$ cat src/rtl/td_pkg.sv
package td_pkg;
  localparam int WORD_W   = 32;
  localparam int LEN_W    = 11;
  localparam int ERR_W    = 2;
  // control/status bit positions
  localparam int B_ACTIVE = 23;
  localparam int B_STALL  = 22;
  localparam int B_BABBLE = 20;
  localparam int B_NAK    = 19;
  localparam int B_TMO    = 18;
  localparam int B_IOC    = 24;
  localparam int B_ISO    = 25;
  localparam int B_SPD    = 29;
  localparam int ERR_LO   = 27;
  // token field positions
  localparam int T_ADDR_LO = 8;
  localparam int T_EP_LO   = 15;
  localparam int T_TOG     = 19;
  localparam int T_LEN_LO  = 21;

  localparam logic [7:0] PID_SETUP = 8'h2D;
  localparam logic [7:0] PID_IN    = 8'h69;
  localparam logic [7:0] PID_OUT   = 8'hE1;

  typedef enum logic [1:0] {
    RES_OK    = 2'd0,
    RES_STOP  = 2'd1,
    RES_PEND  = 2'd2,
    RES_FATAL = 2'd3
  } td_res_e;

  typedef enum logic [2:0] {
    RSP_ACK   = 3'd0,
    RSP_NAK   = 3'd1,
    RSP_STALL = 3'd2,
    RSP_ERR   = 3'd3,
    RSP_DEFER = 3'd4
  } dev_rsp_e;

  typedef struct packed {
    logic [7:0]       pid;
    logic [6:0]       dev;
    logic [3:0]       ep;
    logic             tog;
    logic [LEN_W-1:0] maxlen;
    logic             pid_ok;
    logic             is_in;
  } tok_s;
endpackage

$ cat src/rtl/td_token_decode.sv
module td_token_decode
  import td_pkg::*;
(
  input  logic [WORD_W-1:0] token,
  output tok_s              dec
);
  logic rsvd_unused;
  assign rsvd_unused = token[T_TOG+1];

  always_comb begin
    dec.pid    = token[7:0];
    dec.dev    = token[T_ADDR_LO +: 7];
    dec.ep     = token[T_EP_LO +: 4];
    dec.tog    = token[T_TOG];
    dec.maxlen = token[T_LEN_LO +: LEN_W] + LEN_W'(1);
    dec.is_in  = (token[7:0] == PID_IN);
    dec.pid_ok = (token[7:0] == PID_IN) || (token[7:0] == PID_OUT) ||
                 (token[7:0] == PID_SETUP);
  end
endmodule

$ cat src/rtl/td_status_update.sv
module td_status_update
  import td_pkg::*;
#(
  parameter int RSP_LEN_W = 12
) (
  input  logic [WORD_W-1:0]    ctrl,
  input  logic                 is_in,
  input  logic [LEN_W-1:0]     maxlen,
  input  logic [2:0]           rsp_code,
  input  logic [RSP_LEN_W-1:0] rsp_len,
  output logic [WORD_W-1:0]    new_ctrl,
  output td_res_e              res,
  output logic                 short_pkt
);
  localparam int PAD_W = RSP_LEN_W - LEN_W;

  logic             over;
  logic [LEN_W-1:0] act_len;
  logic [ERR_W-1:0] err_cnt;

  assign over    = is_in && (rsp_len > {{PAD_W{1'b0}}, maxlen});
  assign act_len = (is_in && !over) ? rsp_len[LEN_W-1:0] : maxlen;
  assign err_cnt = ctrl[ERR_LO +: ERR_W];

  always_comb begin
    new_ctrl  = ctrl;
    res       = RES_STOP;
    short_pkt = 1'b0;
    case (rsp_code)
      RSP_DEFER: res = RES_PEND;
      RSP_ACK: begin
        new_ctrl[LEN_W-1:0] = act_len - LEN_W'(1);
        new_ctrl[B_ACTIVE]  = 1'b0;
        if (over) begin
          new_ctrl[B_BABBLE] = 1'b1;
          new_ctrl[B_STALL]  = 1'b1;
        end else begin
          new_ctrl[B_NAK] = 1'b0;
          res             = RES_OK;
          short_pkt       = is_in && ctrl[B_SPD] && (act_len < maxlen);
        end
      end
      RSP_NAK: new_ctrl[B_NAK] = 1'b1;
      RSP_STALL: begin
        new_ctrl[B_STALL]  = 1'b1;
        new_ctrl[B_ACTIVE] = 1'b0;
      end
      default: begin
        new_ctrl[B_TMO] = 1'b1;
        if (err_cnt != '0) begin
          new_ctrl[ERR_LO +: ERR_W] = err_cnt - ERR_W'(1);
          if (err_cnt == ERR_W'(1)) new_ctrl[B_ACTIVE] = 1'b0;
        end
      end
    endcase
    if (ctrl[B_ISO] && (rsp_code != RSP_DEFER)) new_ctrl[B_ACTIVE] = 1'b0;
  end
endmodule

$ cat src/rtl/td_executor.sv
module td_executor
  import td_pkg::*;
#(
  parameter int ADDR_W    = 32,
  parameter int RSP_LEN_W = 12
) (
  input  logic                 clk,
  input  logic                 rst,
  input  logic                 td_start,
  input  logic [WORD_W-1:0]    td_ctrl,
  input  logic [WORD_W-1:0]    td_token,
  input  logic [ADDR_W-1:0]    td_buf,
  output logic                 dev_req,
  output logic [7:0]           dev_pid,
  output logic [6:0]           dev_addr,
  output logic [3:0]           dev_ep,
  output logic                 dev_toggle,
  output logic [LEN_W-1:0]     dev_len,
  output logic [ADDR_W-1:0]    dev_buf,
  input  logic                 dev_rsp_valid,
  input  logic [2:0]           dev_rsp_code,
  input  logic [RSP_LEN_W-1:0] dev_rsp_len,
  output logic                 res_valid,
  output logic [1:0]           res_code,
  output logic [WORD_W-1:0]    res_ctrl,
  output logic [1:0]           res_int,
  output logic                 res_perr
);
  typedef enum logic [1:0] {ST_IDLE, ST_CHECK, ST_WAIT} st_e;

  st_e               st;
  logic [WORD_W-1:0] ctrl_q;
  logic [WORD_W-1:0] tok_q;
  logic [ADDR_W-1:0] buf_q;
  tok_s              dec;
  logic [WORD_W-1:0] upd_ctrl;
  td_res_e           upd_res;
  logic              upd_short;

  td_token_decode u_dec (
    .token (tok_q),
    .dec   (dec)
  );

  td_status_update #(.RSP_LEN_W(RSP_LEN_W)) u_upd (
    .ctrl      (ctrl_q),
    .is_in     (dec.is_in),
    .maxlen    (dec.maxlen),
    .rsp_code  (dev_rsp_code),
    .rsp_len   (dev_rsp_len),
    .new_ctrl  (upd_ctrl),
    .res       (upd_res),
    .short_pkt (upd_short)
  );

  assign dev_pid    = dec.pid;
  assign dev_addr   = dec.dev;
  assign dev_ep     = dec.ep;
  assign dev_toggle = dec.tog;
  assign dev_len    = dec.maxlen;
  assign dev_buf    = buf_q;

  always_ff @(posedge clk) begin
    if (rst) begin
      st        <= ST_IDLE;
      ctrl_q    <= '0;
      tok_q     <= '0;
      buf_q     <= '0;
      dev_req   <= 1'b0;
      res_valid <= 1'b0;
      res_code  <= RES_OK;
      res_ctrl  <= '0;
      res_int   <= '0;
      res_perr  <= 1'b0;
    end else begin
      dev_req   <= 1'b0;
      res_valid <= 1'b0;
      res_perr  <= 1'b0;
      case (st)
        ST_IDLE: if (td_start) begin
          ctrl_q <= td_ctrl;
          tok_q  <= td_token;
          buf_q  <= td_buf;
          st     <= ST_CHECK;
        end
        ST_CHECK: begin
          if (!ctrl_q[B_ACTIVE] || !dec.pid_ok) begin
            res_valid <= 1'b1;
            res_ctrl  <= ctrl_q;
            res_int   <= {1'b0, ctrl_q[B_IOC]};
            res_code  <= ctrl_q[B_ACTIVE] ? RES_FATAL : RES_STOP;
            res_perr  <= ctrl_q[B_ACTIVE];
            st        <= ST_IDLE;
          end else begin
            dev_req <= 1'b1;
            st      <= ST_WAIT;
          end
        end
        ST_WAIT: if (dev_rsp_valid) begin
          res_valid <= 1'b1;
          res_code  <= upd_res;
          res_ctrl  <= upd_ctrl;
          res_int   <= {upd_short, ctrl_q[B_IOC]};
          st        <= ST_IDLE;
        end
        default: st <= ST_IDLE;
      endcase
    end
  end

  p_req_pulse_r1: assert property (@(posedge clk) disable iff (rst)
    dev_req |=> !dev_req);
  p_ioc_cause_r3: assert property (@(posedge clk) disable iff (rst)
    res_valid |-> (res_int[0] == ctrl_q[B_IOC]));
  p_no_req_inactive_r4: assert property (@(posedge clk) disable iff (rst)
    (st == ST_CHECK && !ctrl_q[B_ACTIVE]) |=> (!dev_req && res_valid));
  p_fatal_perr_r5: assert property (@(posedge clk) disable iff (rst)
    (res_valid && res_code == RES_FATAL) |-> res_perr);
  p_success_clears_r6: assert property (@(posedge clk) disable iff (rst)
    (res_valid && res_code == RES_OK) |-> (!res_ctrl[B_ACTIVE] && !res_ctrl[B_NAK]));
  p_pending_keeps_r9: assert property (@(posedge clk) disable iff (rst)
    (res_valid && res_code == RES_PEND) |-> (res_ctrl == ctrl_q));
  p_result_pulse_r13: assert property (@(posedge clk) disable iff (rst)
    res_valid |=> !res_valid);
endmodule

$ cat config.mk
export PLATFORM = sky130hd
export DESIGN_NAME = td_executor
export DESIGN_NICKNAME = d
export VERILOG_FILES = /design/src/rtl/td_pkg.sv /design/src/rtl/td_token_decode.sv /design/src/rtl/td_status_update.sv /design/src/rtl/td_executor.sv
export SDC_FILE = /design/constraint.sdc
export NUM_CORES = 1
export LEC_CHECK = 0
export BUFFER_PORTS_ARGS = -buffer_cell sky130_fd_sc_hd__buf_2
export CAP_MARGIN = 20
export CELL_PAD_IN_SITES_DETAIL_PLACEMENT = 0
export CELL_PAD_IN_SITES_GLOBAL_PLACEMENT = 1
export CORE_UTILIZATION = 34
export CTS_CLUSTER_DIAMETER = 50
export CTS_CLUSTER_SIZE = 14
export DETAILED_ROUTE_END_ITERATION = 8
export GPL_ROUTABILITY_DRIVEN = 0
export GPL_TIMING_DRIVEN = 1
export PLACE_DENSITY_LB_ADDON = 0.1
export RECOVER_POWER = 100
export SLEW_MARGIN = 20
export SYNTH_ARGS = -nofsm -noshare
export SYNTH_HDL_FRONTEND = slang
export SYNTH_HIERARCHICAL = 1
export SYNTH_SLANG_ARGS = --single-unit
$ cat constraint.sdc
create_clock -name clk -period 4.42 [get_ports clk]
set_input_delay 0 -clock clk [delete_from_list [all_inputs] [get_ports clk]]
set_output_delay 0 -clock clk [all_outputs]
set_load 0.005 [all_outputs]
==> flow_metrics.py, run 1 <==
metrics = {
    "die": {
        "die_h_um": 147.3,
        "die-width_um": 147.3,
        "start_util_pct": 35.02,
        "die-area_um2": 21700,
        "rows": 52,
        "io_pins": 217,
        "fp.coreArea_um2": 20490,
    },
    "hold_path": {
        "worstHoldPathCells": 3,
        "hp-class": "in -> reg",
        "min-delay-start": "dev_rsp_valid",
        "holdPathEnd": "res_valid",
    },
    "synthesis": {
        "syn_inst": 875,
        "synthesis.area_um2": 7178,
        "synth_nets": 1018,
        "yosys_warnings": 6,
        "syn_area_per_cell_um2": 8.204,
    },
    "layout": {
        "n_antenna_cell": 0,
        "area_growth_pct": 35.28,
        "layout-drive-gt1-share_pct": 21.60,
        "nFillCells": 2137,
        "post-route-util_pct": 47.38,
        "multi_input_area_um2": 3810,
        "regArea_um2": 2725,
        "finalNetCount": 1283,
        "final_area_um2": 9711,
    },
    "route": {
        "detail_route.wirelength_mm": 22.48,
        "first_pass_iters": 4,
        "vias": 6895,
        "ant_nets": 0,
        "wire_per_inst_um": 15.80,
        "drcViolationCount": 0,
        "drt-vias-per-instance": 4.845,
        "drt_iter0_drc": 325,
    },
    "run_status": {
        "violations": "max-capacitance violations, max-slew violations",
        "status": "finished, violations left",
    },
    "place": {
        "placed_cell_area_um2": 8289,
        "io_buffer_count": 215,
        "hpwl_mm": 15.06,
    },
    "power_and_ir_drop": {
        "clock_power_share_pct": 41.9,
        "swShare_pct": 30.11,
        "switchingPower_w": 0.001041,
        "pwr-share-comb_pct": 18.4,
        "ir_drop_mv": 0.2632,
        "power_density_nw_per_um2": 356.2,
        "p_leak_nw": 3.903,
        "internal_power_w": 0.002418,
        "p_seq_share_pct": 39.7,
    },
    "setup_path": {
        "regToRegStartpoint": "tok_q[27]",
        "r2r-end": "res_ctrl[8]",
        "path_delay_family": "simple AND/OR/NAND/NOR gates",
        "cp-start-kind": "flop",
        "r2r_slack_ps": 360,
        "r2r.worst_path.cells": 21,
        "cp_max_fo": 5,
        "cp_cell_sequence": "and3_1 -> nand4_1 -> xnor2_2 -> inv_1 -> ha_1 -> nand4b_4 -> nor3_1 -> a211oi_2 -> buf_4 -> a21oi_4 -> nor2_1 -> a21oi_1 -> ha_1 -> nor3b_2 -> nand2_1 -> nor3_1 -> xor2_1 -> nor3_1 -> o31ai_1 -> mux2i_1 -> a211oi_1",
        "crit_path_frequent_cell": "nor3_1",
        "max_stage_delay_ps": 460,
        "crit_buf_inv": 2,
        "critical_path.endpoint_type": "flop",
        "worst_ep_arrival_time_ps": 4380,
        "crit_type": "reg -> reg",
        "slowest_stage": "dfxtp_1",
        "cp.required_ps": 4740,
    },
    "timing": {
        "finalHoldViolCount": 0,
        "final_max_slew_viol_count": 115,
        "period_share_pct": 91.81,
        "slew_headroom_pct": -96.59,
        "fmax_ghz": 0.2464,
        "fin_skew_ps": 21.62,
        "tns_ps": 0,
        "tightest_slew_ps": 2949,
        "fin_crit_ps": 4058,
        "rsz0062_at_grt": "false",
        "final-setup-viol-count": 0,
    },
    "global_route": {
        "grt_pass1_wl_mm": 35.75,
        "grt_pass1_vias": 6742,
        "grt-ovfl-total": 0,
        "grt.total_usage_pct": 20.90,
        "antenna_found_initial": 0,
        "grt_start_max_net_pins": 81,
    },
    "clocking": {
        "cts_root_buf": "clkbuf_16",
        "h-tree-depth": 4,
        "cts_tree": "built",
        "clk_pin_slew_ps": 60,
        "clock_path_buffers": 2,
        "clock_latency_ps": 430,
        "cts_num_sinks": 136,
        "numCtsBuffers": 17,
    },
    "flow_run": {
        "drv_cap": 2,
    },
}
[how the worst max path moves through the flow]
stage          startpoint          end  slack (ps)  cells after the start
6_report        tok_q[27]  res_ctrl[8]         360                     21
4_1_cts         tok_q[24]  res_ctrl[8]         140                     19
2_1_floorplan   tok_q[21]  res_ctrl[8]          80                     20
3_5_place_dp    tok_q[24]  res_ctrl[8]         160                     19
3_3_place_gp    tok_q[24]  res_ctrl[8]         180                     19
5_1_grt         tok_q[26]   res_int[1]          10                     19
[sequential cells by signal (all words and copies together) (netlist names)]
name       cells
res_int        2
res_valid      1
tok_q         31
res_perr       1
res_ctrl      32
dev_req        1
st             2
res_code       2
ctrl_q        32
dev_buf       32
[per-stage QoR]
step	worst slack, ps	instances	total power, W	hold slack [ps]
4_1_cts	136.4	1422	0.003530	2.788
5_1_grt	12.56	1423	0.003641	54.68
2_1_floorplan	82.45	875	0.001778	136.0
6_report	362.0	1423	0.003459	9.792
3_3_place_gp	177.9	1295	0.001994	240.7
3_5_place_dp	159.9	1295	0.001996	246.1
[timing repair]
item,in CTS,in global routing
buffers inserted,0,1
endpoints found under the setup margin,0,5
hold endpoints to repair,95,0
hold buffers,95,0
gates resized for setup,0,14
[layout make-up]
type	count	share of cell area, %
clock buffers	17	4.381
multi-input cells	628	39.23
repair buffers	340	22.39
well taps	270	3.479
flip-flops and latches	136	28.06
clock inverters	15	1.791
inverters	17	0.6571
[power groups by stage]
| stage | registers, W | clock network [W] | logic, W |
|---|---|---|---|
| floorplan | 0.00139 | 0 | 0.000383 |
| global placement | 0.00140 | 0 | 0.000598 |
| detailed placement | 0.00140 | 0 | 0.000598 |
| CTS | 0.00137 | 0.00149 | 0.000664 |
| global route | 0.00139 | 0.00154 | 0.000712 |
| finish | 0.00137 | 0.00145 | 0.000635 |
[layer usage]
layer | vias to the layer above | share of wire, % | track usage [%]
met5 | - | 0 | 0
li1 | 3537 | - | -
met3 | 10 | 5.9 | 5.497
met2 | 181 | 46 | 34.13
met1 | 3167 | 47 | 27.39
met4 | 0 | 0.77 | 4.845
[cells in the final DEF, fill, tap and decap left out, types with 4 or more instances in the layout]
| cell type | instances |
|---|---|
| a21o_1 | 5 |
| inv_8 | 6 |
| inv_1 | 17 |
| o31ai_1 | 10 |
| xnor2_1 | 10 |
| a21oi_1 | 148 |
| nand4_1 | 8 |
| xnor2_2 | 7 |
| clkbuf_1 | 64 |
| nor3_1 | 12 |
| buf_2 | 154 |
| a211oi_1 | 27 |
| nand2_1 | 213 |
| inv_6 | 4 |
| mux2i_1 | 34 |
| xor2_1 | 5 |
| dfxtp_1 | 134 |
| clkbuf_16 | 17 |
| buf_4 | 25 |
| ha_1 | 27 |
| nor2_1 | 13 |
| nor2b_1 | 5 |
| o21ai_0 | 21 |
| nand3_1 | 15 |
| dlygate4sd3_1 | 95 |
| a211oi_2 | 7 |
[worst min-delay path: cells and delay by family]
family                 cells  cell delay (ps)
AO/OA/AOI/OAI              1              190
AND/OR/NAND/NOR            1               70
buffers and inverters      1              120
Note: power is estimated with default switching activity, not from simulation.
==> run 2: changes to the inputs <==
--- a/config.mk
+++ b/config.mk
@@ -7,7 +7,7 @@
 export LEC_CHECK = 0
 export BUFFER_PORTS_ARGS = -buffer_cell sky130_fd_sc_hd__buf_2
 export CAP_MARGIN = 20
-export CELL_PAD_IN_SITES_DETAIL_PLACEMENT = 0
+export CELL_PAD_IN_SITES_DETAIL_PLACEMENT = 1
 export CELL_PAD_IN_SITES_GLOBAL_PLACEMENT = 1
 export CORE_UTILIZATION = 34
 export CTS_CLUSTER_DIAMETER = 50
@@ -15,7 +15,7 @@
 export DETAILED_ROUTE_END_ITERATION = 8
 export GPL_ROUTABILITY_DRIVEN = 0
 export GPL_TIMING_DRIVEN = 1
-export PLACE_DENSITY_LB_ADDON = 0.1
+export PLACE_DENSITY = 0.74
 export RECOVER_POWER = 100
 export SLEW_MARGIN = 20
 export SYNTH_ARGS = -nofsm -noshare
==> run 2 against run 1 <==
  * Clock skew is 11 ps lower
  * The run now ends clean
  * Design area grew 1.5%
  * Via count is 5.6% higher
  * Worst hold slack improved by 18 ps
  * Register-to-register slack worse by 100 ps
==> flow_metrics.py, run 2 (synthesized netlist as in run 1, its figures left out) <==
metrics = {
    "global_route": {
        "grt_pass1_wl_mm": 40.97,
        "grt_pass1_vias": 7674,
        "grt_start_max_net_pins": 96,
        "grt-ovfl-total": 0,
        "grt.total_usage_pct": 24.08,
        "antenna_found_initial": 0,
    },
    "die": {
        "start_util_pct": 35.02,
        "fp.coreArea_um2": 20490,
        "io_pins": 217,
        "die-area_um2": 21700,
        "die_h_um": 147.3,
        "rows": 52,
        "die-width_um": 147.3,
    },
    "power_and_ir_drop": {
        "pwr-share-comb_pct": 18.5,
        "internal_power_w": 0.002613,
        "clock_power_share_pct": 43.6,
        "switchingPower_w": 0.001030,
        "ir_drop_mv": 0.2262,
        "power_density_nw_per_um2": 369.6,
        "power.total_w": 0.003643,
        "p_seq_share_pct": 37.9,
        "swShare_pct": 28.27,
        "p_leak_nw": 3.881,
    },
    "route": {
        "drt_iter0_drc": 257,
        "vias": 7283,
        "first_pass_iters": 4,
        "drcViolationCount": 0,
        "detail_route.wirelength_mm": 26.28,
        "drt-vias-per-instance": 5.140,
        "wire_per_inst_um": 18.54,
        "ant_nets": 0,
    },
    "setup_path": {
        "slowest_stage": "dfxtp_1",
        "cp_cell_sequence": "and4_4 -> nand4_1 -> xnor2_2 -> inv_1 -> ha_1 -> nand4b_4 -> nor3_2 -> a211oi_2 -> buf_4 -> a21oi_2 -> nor2_1 -> buf_4 -> o21ai_0 -> ha_1 -> a21oi_1 -> nor2b_1 -> o21ai_0 -> nor4bb_2 -> o2111a_1 -> nand3b_1 -> mux2i_1",
        "cp_max_fo": 10,
        "r2r.worst_path.cells": 21,
        "max_stage_delay_ps": 380,
        "cp-start-kind": "flop",
        "worst_ep_arrival_time_ps": 4510,
        "cp.required_ps": 4770,
        "crit_type": "reg -> reg",
        "worstSetupStartpoint": "tok_q[26]",
        "regToRegStartpoint": "tok_q[26]",
        "critical_path.endpoint_type": "flop",
    },
    "timing": {
        "finalHoldViolCount": 0,
        "final_max_slew_viol_count": 0,
        "slew_headroom_pct": 26.92,
        "fmax_ghz": 0.2402,
        "timing.hold.ws_ps": 27.52,
        "tightest_slew_ps": 1096,
        "worst_slack_ps": 257.2,
        "period_share_pct": 94.18,
        "final-setup-viol-count": 0,
        "fin_skew_ps": 10.69,
        "tns_ps": 0,
        "fin_crit_ps": 4163,
    },
    "hold_path": {
        "min-delay-start": "dev_rsp_valid",
        "worstHoldPathCells": 3,
        "hp-class": "in -> reg",
    },
    "layout": {
        "post-route-util_pct": 48.10,
        "layout-drive-gt1-share_pct": 23.39,
        "finalNetCount": 1277,
        "final_cell_mix": "211 x nand2_1, 148 x buf_2, 147 x a21oi_1",
        "layout_commonest_cell": "nand2_1",
        "area_growth_pct": 37.34,
    },
    "clocking": {
        "cts_num_sinks": 136,
        "clock_latency_ps": 420,
        "numCtsBuffers": 17,
        "cts_root_buf": "clkbuf_16",
        "clock_path_buffers": 2,
        "clk_pin_slew_ps": 60,
        "cts_tree": "built",
        "h-tree-depth": 4,
    },
    "place": {
        "io_buffer_count": 215,
        "hpwl_mm": 16.21,
        "dp_slack_ps": 24.53,
    },
    "run_status": {
        "status": "finished clean",
    },
    "flow_run": {
        "drv_cap": 0,
    },
}
## run 2: cell types whose count changed in the layout (fill, tap and decap cells not counted), sizes merged
cell	change
buf	-8
bufinv	+4
clkbuf	+2
clkinv	+2
diode	+1
clkinvlp	+1
inv	-8
## run 2: power by group through the flow
stage | Clock [W] | Sequential, W | Combinational (W)
2_1_floorplan | 0 | 0.00139 | 0.000383
3_3_place_gp | 0 | 0.00140 | 0.000581
3_5_place_dp | 0 | 0.00140 | 0.000596
4_1_cts | 0.00162 | 0.00138 | 0.000664
5_1_grt | 0.00167 | 0.00139 | 0.000742
6_report | 0.00159 | 0.00138 | 0.000673
## run 2: worst max-delay path: cells and delay by family, from the launching register on
| kind | cells | cell delay [ps] |
|---|---|---|
| mux | 1 | 130 |
| buf+inv | 3 | 470 |
| xor+xnor | 1 | 180 |
| simple gates | 8 | 1350 |
| compound gates | 6 | 950 |
| fa+ha+maj | 2 | 620 |
| flops | 1 | 380 |
## run 2: layout make-up
type                    count  area, µm²
clock inverters            14      222.7
well taps                 270      337.8
flip-flops and latches    136       2725
inverters                  17      63.81
fillers                  2474      10640
repair buffers            334       2120
multi-input cells         628       3961
diodes                      1      2.502
clock buffers              17      425.4
## run 2: worst paths after layout
check / end / slack (ps)
min reg2reg: dev_buf[16] / 460
max reg2reg: res_int[1] / 260
max: res_int[1] / 260
min: res_valid / 30
## run 2: through the flow
step / cell area [µm²] / instances
floorplan: 7178 / 875
global placement: 8232 / 1289
detailed placement: 8232 / 1289
CTS: 9831 / 1415
global route: 9856 / 1416
finish: 9858 / 1417
## run 2: repair_timing
action                     CTS  global route
gates resized for setup      0            20
hold endpoints to repair    95             0
hold buffers                95             0
setup endpoints to repair    0             5
setup buffers                0             2
## run 2: routing by layer
layer / vias up / track usage [%] / wire length [µm]
met4: 0 / 7.165 / 419
met2: 209 / 42.03 / 13020
met1: 3537 / 28.79 / 11310
li1: 3507 / - / -
met3: 30 / 6.304 / 1527
met5: - / 0 / 0
